$ cat src/rtl/mpc_pkg.sv
package mpc_pkg;
  localparam int NUM_REGIONS = 8;
  localparam int ADDR_W      = 32;
  localparam int PERM_W      = 4;
  localparam int REGION_IDX_W = $clog2(NUM_REGIONS);
  localparam int PERM_WORD_W = NUM_REGIONS * PERM_W;
  localparam int EXP_LSB     = 1;
  localparam int EXP_W       = 5;
  localparam logic [ADDR_W-1:0] RELOC_LIMIT = 32'h0200_0000;

  // config select codes
  localparam logic [3:0] SEL_FETCH_PERM = 4'd8;
  localparam logic [3:0] SEL_DATA_PERM  = 4'd9;
  localparam logic [3:0] SEL_CONTROL    = 4'd10;
  localparam logic [3:0] SEL_OFFSET     = 4'd11;

  typedef enum logic [1:0] {
    ACC_READ  = 2'd0,
    ACC_WRITE = 2'd1,
    ACC_FETCH = 2'd2
  } acc_kind_e;

  typedef enum logic [1:0] {
    FLT_NONE = 2'd0,
    FLT_PERM = 2'd1,
    FLT_BG   = 2'd2
  } fault_code_e;

  typedef struct packed {
    logic [NUM_REGIONS-1:0] regionWe;
    logic                   fetchPermWe;
    logic                   dataPermWe;
    logic                   controlWe;
    logic                   offsetWe;
    logic                   capture;
  } cfg_strobe_t;

  typedef struct packed {
    logic rd;
    logic wr;
  } rights_t;

  function automatic rights_t decodePerm(input logic [PERM_W-1:0] code, input logic isUser);
    rights_t r;
    r = '0;
    unique case (code)
      4'd1: begin r.rd = !isUser; r.wr = !isUser; end
      4'd2: begin r.rd = 1'b1;    r.wr = !isUser; end
      4'd3: begin r.rd = 1'b1;    r.wr = 1'b1;    end
      4'd5: begin r.rd = !isUser; r.wr = 1'b0;    end
      4'd6: begin r.rd = 1'b1;    r.wr = 1'b0;    end
      default: r = '0;
    endcase
    return r;
  endfunction
endpackage

$ cat src/rtl/mpc_ctrl.sv
module mpc_ctrl
  import mpc_pkg::*;
(
  input  logic        clk,
  input  logic        rstN,
  input  logic        cfgWrEn,
  input  logic [3:0]  cfgSel,
  input  logic        reqValid,
  output cfg_strobe_t strobes,
  output logic        rspValid
);
  always_comb begin
    strobes = '0;
    strobes.capture = reqValid;
    if (cfgWrEn) begin
      if (cfgSel < 4'(NUM_REGIONS)) begin
        strobes.regionWe[cfgSel[REGION_IDX_W-1:0]] = 1'b1;
      end else begin
        unique case (cfgSel)
          SEL_FETCH_PERM: strobes.fetchPermWe = 1'b1;
          SEL_DATA_PERM:  strobes.dataPermWe  = 1'b1;
          SEL_CONTROL:    strobes.controlWe   = 1'b1;
          SEL_OFFSET:     strobes.offsetWe    = 1'b1;
          default: ;
        endcase
      end
    end
  end

  always_ff @(posedge clk or negedge rstN) begin
    if (!rstN) rspValid <= 1'b0;
    else       rspValid <= reqValid;
  end
endmodule

$ cat src/rtl/mpc_datapath.sv
module mpc_datapath
  import mpc_pkg::*;
(
  input  logic              clk,
  input  logic              rstN,
  input  cfg_strobe_t       strobes,
  input  logic [ADDR_W-1:0] cfgWrData,
  input  logic [ADDR_W-1:0] reqAddr,
  input  logic [1:0]        reqType,
  input  logic              reqUser,
  output logic [ADDR_W-1:0] rspAddr,
  output logic              rspRdOk,
  output logic              rspWrOk,
  output logic              rspFault,
  output logic [1:0]        rspFaultCode
);
  logic [ADDR_W-1:0]      regionQ [NUM_REGIONS];
  logic [PERM_WORD_W-1:0] fetchPermQ;
  logic [PERM_WORD_W-1:0] dataPermQ;
  logic                   checkOnQ;
  logic [ADDR_W-1:0]      offsetQ;

  // configuration storage
  for (genvar g = 0; g < NUM_REGIONS; g++) begin : gRegionReg
    always_ff @(posedge clk or negedge rstN) begin
      if (!rstN)                    regionQ[g] <= '0;
      else if (strobes.regionWe[g]) regionQ[g] <= cfgWrData;
    end
  end

  always_ff @(posedge clk or negedge rstN) begin
    if (!rstN) begin
      fetchPermQ <= '0;
      dataPermQ  <= '0;
      checkOnQ   <= 1'b0;
      offsetQ    <= '0;
    end else begin
      if (strobes.fetchPermWe) fetchPermQ <= cfgWrData[PERM_WORD_W-1:0];
      if (strobes.dataPermWe)  dataPermQ  <= cfgWrData[PERM_WORD_W-1:0];
      if (strobes.controlWe)   checkOnQ   <= cfgWrData[0];
      if (strobes.offsetWe)    offsetQ    <= cfgWrData;
    end
  end

  // relocation of low addresses
  logic [ADDR_W-1:0] effAddr;
  assign effAddr = (reqAddr < RELOC_LIMIT) ? reqAddr + offsetQ : reqAddr;

  // per-window hit detection
  logic [NUM_REGIONS-1:0] hit;
  for (genvar g = 0; g < NUM_REGIONS; g++) begin : gRegionHit
    logic [EXP_W-1:0]  expField;
    logic [63:0]       spanOnes;
    logic [ADDR_W-1:0] sizeMask;
    assign expField = regionQ[g][EXP_LSB +: EXP_W];
    assign spanOnes = (64'd1 << ({1'b0, expField} + 6'd1)) - 64'd1;
    assign sizeMask = spanOnes[ADDR_W-1:0];
    assign hit[g]   = regionQ[g][0] && (((regionQ[g] ^ effAddr) & ~sizeMask) == '0);
  end

  // fixed priority: the highest-numbered hit wins
  logic [REGION_IDX_W-1:0] winner;
  logic                    anyHit;
  always_comb begin
    winner = '0;
    anyHit = 1'b0;
    for (int i = 0; i < NUM_REGIONS; i++) begin
      if (hit[i]) begin
        winner = REGION_IDX_W'(i);
        anyHit = 1'b1;
      end
    end
  end

  // permission lookup and verdict
  logic                   isFetch;
  logic                   isWrite;
  logic [PERM_WORD_W-1:0] permWord;
  logic [PERM_W-1:0]      permCode;
  rights_t                rights;
  logic                   nxtRd, nxtWr, nxtFault;
  logic [1:0]             nxtCode;

  assign isFetch  = (reqType == ACC_FETCH);
  assign isWrite  = (reqType == ACC_WRITE);
  assign permWord = isFetch ? fetchPermQ : dataPermQ;
  assign permCode = permWord[winner*PERM_W +: PERM_W];
  assign rights   = decodePerm(permCode, reqUser);

  always_comb begin
    nxtRd    = 1'b1;
    nxtWr    = 1'b1;
    nxtFault = 1'b0;
    nxtCode  = FLT_NONE;
    if (checkOnQ) begin
      if (!anyHit) begin
        nxtFault = 1'b1;
        nxtCode  = FLT_BG;
      end else if (isWrite ? !rights.wr : !rights.rd) begin
        nxtFault = 1'b1;
        nxtCode  = FLT_PERM;
      end else begin
        nxtRd = rights.rd;
        nxtWr = rights.wr;
      end
      if (nxtFault) begin
        nxtRd = 1'b0;
        nxtWr = 1'b0;
      end
    end
  end

  always_ff @(posedge clk or negedge rstN) begin
    if (!rstN) begin
      rspAddr      <= '0;
      rspRdOk      <= 1'b0;
      rspWrOk      <= 1'b0;
      rspFault     <= 1'b0;
      rspFaultCode <= FLT_NONE;
    end else if (strobes.capture) begin
      rspAddr      <= effAddr;
      rspRdOk      <= nxtRd;
      rspWrOk      <= nxtWr;
      rspFault     <= nxtFault;
      rspFaultCode <= nxtCode;
    end
  end
endmodule

$ cat src/rtl/mem_prot_check.sv
module mem_prot_check
  import mpc_pkg::*;
(
  input  logic        clk,
  input  logic        rstN,
  input  logic        cfgWrEn,
  input  logic [3:0]  cfgSel,
  input  logic [31:0] cfgWrData,
  input  logic        reqValid,
  input  logic [31:0] reqAddr,
  input  logic [1:0]  reqType,
  input  logic        reqUser,
  output logic        rspValid,
  output logic [31:0] rspAddr,
  output logic        rspRdOk,
  output logic        rspWrOk,
  output logic        rspFault,
  output logic [1:0]  rspFaultCode
);
  cfg_strobe_t strobes;

  mpc_ctrl u_ctrl (
    .clk      (clk),
    .rstN     (rstN),
    .cfgWrEn  (cfgWrEn),
    .cfgSel   (cfgSel),
    .reqValid (reqValid),
    .strobes  (strobes),
    .rspValid (rspValid)
  );

  mpc_datapath u_dp (
    .clk          (clk),
    .rstN         (rstN),
    .strobes      (strobes),
    .cfgWrData    (cfgWrData),
    .reqAddr      (reqAddr),
    .reqType      (reqType),
    .reqUser      (reqUser),
    .rspAddr      (rspAddr),
    .rspRdOk      (rspRdOk),
    .rspWrOk      (rspWrOk),
    .rspFault     (rspFault),
    .rspFaultCode (rspFaultCode)
  );
endmodule

$ cat config.mk
export PLATFORM = sky130hd
export DESIGN_NAME = mem_prot_check
export DESIGN_NICKNAME = d
export VERILOG_FILES = /design/src/rtl/mpc_pkg.sv /design/src/rtl/mpc_ctrl.sv /design/src/rtl/mpc_datapath.sv /design/src/rtl/mem_prot_check.sv
export SDC_FILE = /design/constraint.sdc
export NUM_CORES = 1
export LEC_CHECK = 0
export BUFFER_PORTS_ARGS = -buffer_cell sky130_fd_sc_hd__buf_2
export CORE_AREA = 8 8 281 283
export DETAILED_ROUTE_END_ITERATION = 10
export DIE_AREA = 0 0 289 291
export SYNTH_ARGS = -nofsm -noshare
export SYNTH_HDL_FRONTEND = slang
export SYNTH_HIERARCHICAL = 1
export SYNTH_SLANG_ARGS = --single-unit
$ cat constraint.sdc
create_clock -name clk -period 8.4 [get_ports clk]
set_clock_uncertainty 0.1 [all_clocks]
set_input_delay 1.26 -clock clk [delete_from_list [all_inputs] [get_ports clk]]
set_output_delay 1.26 -clock clk [all_outputs]
set_load 0.005 [all_outputs]
==> results of run 1 <==
-- cell usage in the layout (no fill, tap or decap), drive strengths merged, types with 54 or more instances in the layout --
master  Yosys  routed
mux2      354     354
buf        73     199
nand3      74      74
nor3      100     100
a21oi     192     192
clkbuf    203      66
inv        54      54
nand2     250     250
dfrtp     391     391
mux2i      78      78
o21ai     172     172
nor2      219     219
xnor2     126     126
xor2      125     125
-- registers in the layout (all words and copies together) (netlist names) --
register	count
u_dp/dataPermQ	32
u_dp/rspFault	1
u_dp/offsetQ	32
u_dp/rspWrOk	1
u_ctrl/rspValid	1
u_dp/gRegionHit.expField	40
u_dp/rspAddr	32
u_dp/fetchPermQ	32
u_dp/rspRdOk	1
u_dp/rspFaultCode	2
u_dp/regionQ	216
u_dp/checkOnQ	1
-- cells in the mapped netlist, drive strengths merged (12+ instances only) --
master and instances:
and2 25, xnor2 126, buf 73, nor2 219, nand2 250, nand3 74
inv 54, nor3 100, nor4 27, o21ai 172, nor2b 41, o2111ai 15
and3 35, nor4b 12, nand2b 44, nand4 51, a211oi 40, a211o 19
a221oi 13, a22oi 15, a2111oi 23, dfrtp 391, o211ai 32, clkbuf 203
a31oi 49, o21a 14, nand3b 16, or2 16, mux2i 78, a21o 23
or4 17, o22ai 29, a21oi 192, or3 26, nor3b 16, mux2 354
xor2 125, ha 47, o31ai 18
-- metal layers --
layer | track usage (%) | wire [um] | vias up | share of wire [%]
met5 | 0 | 13 | - | 0.011
met1 | 36.7 | 49200 | 13400 | 40
li1 | - | - | 12000 | -
met4 | 17.7 | 8860 | 2 | 7.3
met3 | 6.73 | 11600 | 381 | 9.5
met2 | 41.0 | 52300 | 1489 | 43
-- kinds of logic after synthesis --
logic type | after synthesis
other cells | 1
buf+inv | 335
flops | 391
simple gates | 1000
mux | 432
compound gates | 808
fa+ha+maj | 48
xor+xnor | 252
-- report_power, final --
part / total [W] / internal (W) / switching (W)
clock: 0.00218 / 0.00128 / 0.000906
sequential: 0.00269 / 0.00230 / 0.000389
combinational: 0.00387 / 0.00150 / 0.00237
-- critical path, delay by kind of cell, from the launching register on --
kind / cells / cell delay (ps)
and+or+nand+nor: 9 / 3110
muxes: 1 / 400
buffers and inverters: 2 / 660
DFF: 1 / 390
adders and majority gates: 1 / 530
AOI/OAI and AO/OA: 8 / 1760
-- through the flow --
stage | worst slack, ps | std cells
3_3_place_gp | 977 | 4171
2_1_floorplan | 1690 | 3270
3_5_place_dp | 925 | 4171
4_1_cts | 1460 | 4256
6_report | 1300 | 4263
5_1_grt | 891 | 4257
-- layout make-up --
type	count	area share [%]
flip-flops and latches	391	29.9
well taps	978	3.74
clock buffers	66	4.21
clock inverters	19	0.865
inverters	59	0.678
multi-input cells	2544	56.7
repair buffers	199	3.86
diodes	7	0.0536
-- path summary, 6_finish.rpt --
path                                               endpoint  slack (ps)  cells after the start
min                             u_dp/rspAddr[7]$_DFFE_PN0P_         400                      1
min in group asynchronous    u_dp/fetchPermQ[3]$_DFFE_PN0P_         570                      1
min reg2reg                     u_dp/rspAddr[7]$_DFFE_PN0P_         400                      1
max in group asynchronous      u_dp/regionQ[82]$_DFFE_PN0P_        6240                      2
max reg2reg                u_dp/rspFaultCode[0]$_DFFE_PN0P_        1300                     21
max                        u_dp/rspFaultCode[0]$_DFFE_PN0P_        1300                     21
==> results.toml, run 1 <==
[power]
ir_drop_v = 0.000153
leakage_nw = 13.0
pwr_density_cell_nw_per_um2 = 267
p_total_w = 0.00874

[grt]
grt_max_degree = 159
first_global_vias = 25500
grt_usage_pct = 28.0
antenna_found_initial = 12
gr-total-overflow = 0
grt_pass1_wl_mm = 178

[synth]
ys_top_cells_by_area = "dfrtp_1 33%, mux2_2 13%, xnor2_1 3.7%"
synth-main-ff-cell = "dfrtp_1"
synth_top_area_share_pct = 33.1
synthXorXnorAreaFrac_pct = 7.54
ys_seq_elements = 391
synth_edf_count = 0
synth_top_family_by_area = "compound AO/OA/AOI/OAI gates"
syn_area_per_cell_um2 = 9.04
synthCells = 3267
synth_cell_types = 121
synth_area_um2 = 29500
yosysSeqAreaShare_pct = 33.1
muxShareOfSynthArea_pct = 16.1
async_reset_ff_share_pct = 100
synth_fa_ha_area_share_pct = 2.06
yosys.area.top_type = "dfrtp_1"
synth_compound_area_share_pct = 18.8
synthSimpleGateAreaFrac_pct = 17.6
yosys_warnings = 6

[routing]
route.detailed.drc = 0
routedWlPerCell_um = 28.6
drt_iter0_markers = 3640
viasPerCell = 6.39
detail_route.first_pass.iterations = 8
postRouteAntennaNets = 0
vias = 27200
drt-total-wl_mm = 122

[critical_path]
arrival_ps = 7460
required_ps = 8760
critPathSlowestCell = "nor2_1"
crit_chain = "nand2_1, clkinv_1, ha_1, nor2_1, o32ai_2, buf_4, a21oi_1, mux2i_1, nor3b_1, a211o_1, or4_1, and4bb_1, nand4_1, or3b_1, a21boi_1, a21boi_2, or3_1, a32o_2, nor3b_1, o21ai_2, a41oi_1"
critPathLaunch = "u_dp/gRegionHit[5].expField[0]$_DFFE_PN0P_"
r2r_start = "u_dp/gRegionHit[5].expField[0]$_DFFE_PN0P_"
max_stage_delay_ps = 610
cp-start-kind = "flop"
crit_path_max_fanout = 15
cp-end-kind = "flop"
cp_common_cell = "nor3b_1"
worstSetupPathType = "reg -> reg"

[placement]
hpwl_mm = 84.1
dpl_cell_area_um2 = 31000
gp_congestion = 1.01
io_buffers = 112

[cts]
clock-sinks = 391
htree_levels = 2
post_cts_buffers = 0
post_cts_resized = 0
cts_tree = "yes"
clk_latency_ps = 620
clk_pin_slew_ps = 60
numCtsBuffers = 47
clk_path_buf_depth = 3
root_buffer = "clkbuf_16"
hold_buffers = 0

[sta]
worst_pin_slew_ps = 1150
whs_ps = 402
fin_setup_tns_ps = 0
period_minus_slack_ps = 7100
finalSetupViolCount = 0
slew_headroom_pct = 22.4
timing.fmax_ghz = 0.141
finalCritPeriodShare_pct = 84.6
rsz0062_at_grt = "no"
hold_viol_final = 0
maxSlewViolCount = 0

[floorplanning]
start_util_pct = 39.5
die_w_um = 289
ios = 113
design.core.area_um2 = 74800
fp-row-count = 101
die_area_um2 = 84100
die_h_um = 291

[finish]
nets = 3365
seq_area_um2 = 9780
fin_area_um2 = 32700
drive_gt1_share_pct = 22.3
fillers = 7283
multi_input_area_um2 = 18500
finish.utilization_pct = 43.7
area_growth_pct = 10.6

[worst_hold_path]
hold_class = "reg -> reg"
min_from = "u_dp/rspAddr[7]$_DFFE_PN0P_"

[job]
maxCapViolCount = 0

[status]
status = "finished, final reports clean"
Note: power is estimated with default switching activity, not from simulation.
==> run 2, diff against run 1 <==
==> constraint.sdc (replaced) <==
create_clock -name clk -period 5.85 [get_ports clk]
set_clock_uncertainty 0.1 [all_clocks]
set_input_delay 0.8775 -clock clk [delete_from_list [all_inputs] [get_ports clk]]
set_output_delay 0.8775 -clock clk [all_outputs]
set_load 0.005 [all_outputs]
==> run 2 against run 1 <==
Against the previous run: via count up 7.6%; first-iteration DRC count down 1.0%; setup slack worse by 1300 ps; combinational power up 73%; global-route usage up 2.0 points; critical endpoint unchanged; clock power up 56%; worst hold slack worse by 180 ps; utilization up 6.1 points; cell area up 14%; final cell count up 11%; wire length up 7.2%; register-to-register slack worse by 1300 ps.
==> results.toml, run 2 (synthesized netlist as in run 1, its figures left out) <==
[floorplanning]
design.core.area_um2 = 74800
ios = 113
start_util_pct = 39.5
fp-row-count = 101
die_h_um = 291
die_area_um2 = 84100
die_w_um = 289

[sta]
timing.fmax_ghz = 0.172
finalCritPeriodShare_pct = 99.5
finalSetupViolCount = 0
worst_pin_slew_ps = 1040
maxSlewViolCount = 0
whs_ps = 221
slew_headroom_pct = 30.7
period_minus_slack_ps = 5820
hold_viol_final = 0
rsz0062_at_grt = "yes"

[routing]
detail_route.first_pass.iterations = 6
viasPerCell = 6.18
routedWlPerCell_um = 27.6
route.detailed.drc = 0
drt_iter0_markers = 3602
drt-total-wl_mm = 131
vias = 29300
postRouteAntennaNets = 0

[finish]
drive_gt1_share_pct = 34.3
nets = 3841
fillers = 7128
largest_reg_flops = 216
top_register = "u_dp/regionQ"
layout_commonest_cell = "buf_4"
area_growth_pct = 26.2
final_cell_mix = "522 x buf_4, 391 x dfrtp_1, 354 x mux2_2"

[status]
status = "finished, final reports clean"

[critical_path]
r2r_setup_slack_ps = 30
cp-start-kind = "flop"
worstSetupPathType = "reg -> reg"
r2r_start = "u_dp/offsetQ[2]$_DFFE_PN0P_"
cp-end-kind = "flop"
rr_worst_depth = 24
endpoint = "u_dp/rspFaultCode[0]$_DFFE_PN0P_"
required_ps = 6190
critPathSlowestCell = "dfrtp_1"
arrival_ps = 6160
cp_common_cell = "buf_4"
max_stage_delay_ps = 410
crit_chain = "ha_1, a211oi_4, buf_12, o31ai_4, buf_4, a211oi_4, buf_4, nor4b_4, buf_4, o311a_1, a31oi_4, buf_4, xor2_1, a21oi_1, a2111oi_4, nand4_1, buf_6, and2_1, and2_4, or3_1, a32o_2, nor3b_4, o21ai_2, a41oi_2"
crit_path_max_fanout = 8
r2r_end = "u_dp/rspFaultCode[0]$_DFFE_PN0P_"
critPathLaunch = "u_dp/offsetQ[2]$_DFFE_PN0P_"

[cts]
root_buffer = "clkbuf_16"
clk_pin_slew_ps = 70
htree_levels = 2
hold_buffers = 0
clk_latency_ps = 630
cts_tree = "yes"
clk_path_buf_depth = 3
numCtsBuffers = 48
clock-sinks = 391

[grt]
gr-total-overflow = 0
first_global_vias = 27700
antenna_found_initial = 10
grt_pass1_wl_mm = 189
grt_usage_pct = 30.0
grt_max_degree = 122

[power]
ir_drop_v = 0.000248
pwr_density_cell_nw_per_um2 = 372
p_total_w = 0.0139
leakage_nw = 15.6

[placement]
io_buffers = 112
gp_congestion = 1.01
hpwl_mm = 95.1

[worst_hold_path]
hold_class = "in -> async"

[job]
maxCapViolCount = 0
run 2: changes by cell type in the layout (fill, tap and decap cells not counted), sizes merged:
cell / delta
buf: +475
bufinv: +6
clkbuf: -5
clkinv: -4
inv: +4
clkinvlp: +2
diode: +1
run 2: worst min-delay path by stage:
stage	from	to	slack (ps)
after detailed placement	u_dp/regionQ[224]$_DFFE_PN0P_	u_dp/regionQ[224]$_DFFE_PN0P_	390
after floorplan	u_dp/regionQ[64]$_DFFE_PN0P_	u_dp/regionQ[64]$_DFFE_PN0P_	370
after CTS	rstN	u_dp/gRegionHit[6].expField[4]$_DFFE_PN0P_	280
after global routing	rstN	u_dp/rspAddr[1]$_DFFE_PN0P_	330
final	rstN	u_dp/rspAddr[1]$_DFFE_PN0P_	220
after global placement	u_dp/fetchPermQ[26]$_DFFE_PN0P_	u_dp/fetchPermQ[26]$_DFFE_PN0P_	380
run 2: cell type report:
| cell class | count | area, um^2 | area share [%] |
|---|---|---|---|
| Multi-Input combinational cell | 2544 | 19100 | 51.1 |
| Clock inverter | 27 | 440 | 1.18 |
| Antenna cell | 8 | 20.0 | 0.0537 |
| Clock buffer | 61 | 1310 | 3.52 |
| Timing Repair Buffer | 674 | 5210 | 14.0 |
| Sequential cell | 391 | 9780 | 26.3 |
| Tap cell | 978 | 1220 | 3.28 |
| Inverter | 59 | 221 | 0.594 |
run 2: power breakdown:
group          internal, W  switching [W]  leakage [nW]
logic              0.00290        0.00380          10.0
clock network      0.00204        0.00134         0.848
registers          0.00330       0.000459          4.75
run 2: timing repair:
item | CTS | global route
endpoints found under the setup margin | 4 | 5
setup buffers | 2 | 23
pin swaps | 4 | 48
resized for setup | 6 | 107
gates cloned | 0 | 0
run 2: critical path, delay by kind of cell (launching register included):
family                   cells  cell delay, ps
AND/OR/NAND/NOR              6            1260
XOR/XNOR                     1             170
adder cells (fa/ha/maj)      1             280
flip-flops                   1             410
AO/OA/AOI/OAI               10            2280
buffers and inverters        6            1110
run 2: metrics by stage:
| stage | setup slack [ps] | instances | setup TNS (ps) | util, % | cell area (um^2) |
|---|---|---|---|---|---|
| finish | 30.4 | 4742 | 0 | 49.8 | 37300 |
| CTS | 2.57 | 4712 | 0 | 48.9 | 36600 |
| global route | -50.8 | 4734 | -76.6 | 49.8 | 37200 |
| global placement | -820 | 4622 | -3410 | 46.5 | 34800 |
| floorplan | 9.52 | 3270 | 0 | - | 29600 |
| detailed placement | -909 | 4622 | -3900 | 46.5 | 34800 |
run 2: layer usage:
layer,global-route usage [%],wire length [um],part of all wire (%),vias up
li1,-,-,-,12900
met1,41.3,54700,42,14500
met2,44.4,56300,43,1564
met3,5.14,11500,8.8,347
met4,16.0,8300,6.4,0
met5,0,0,0,-
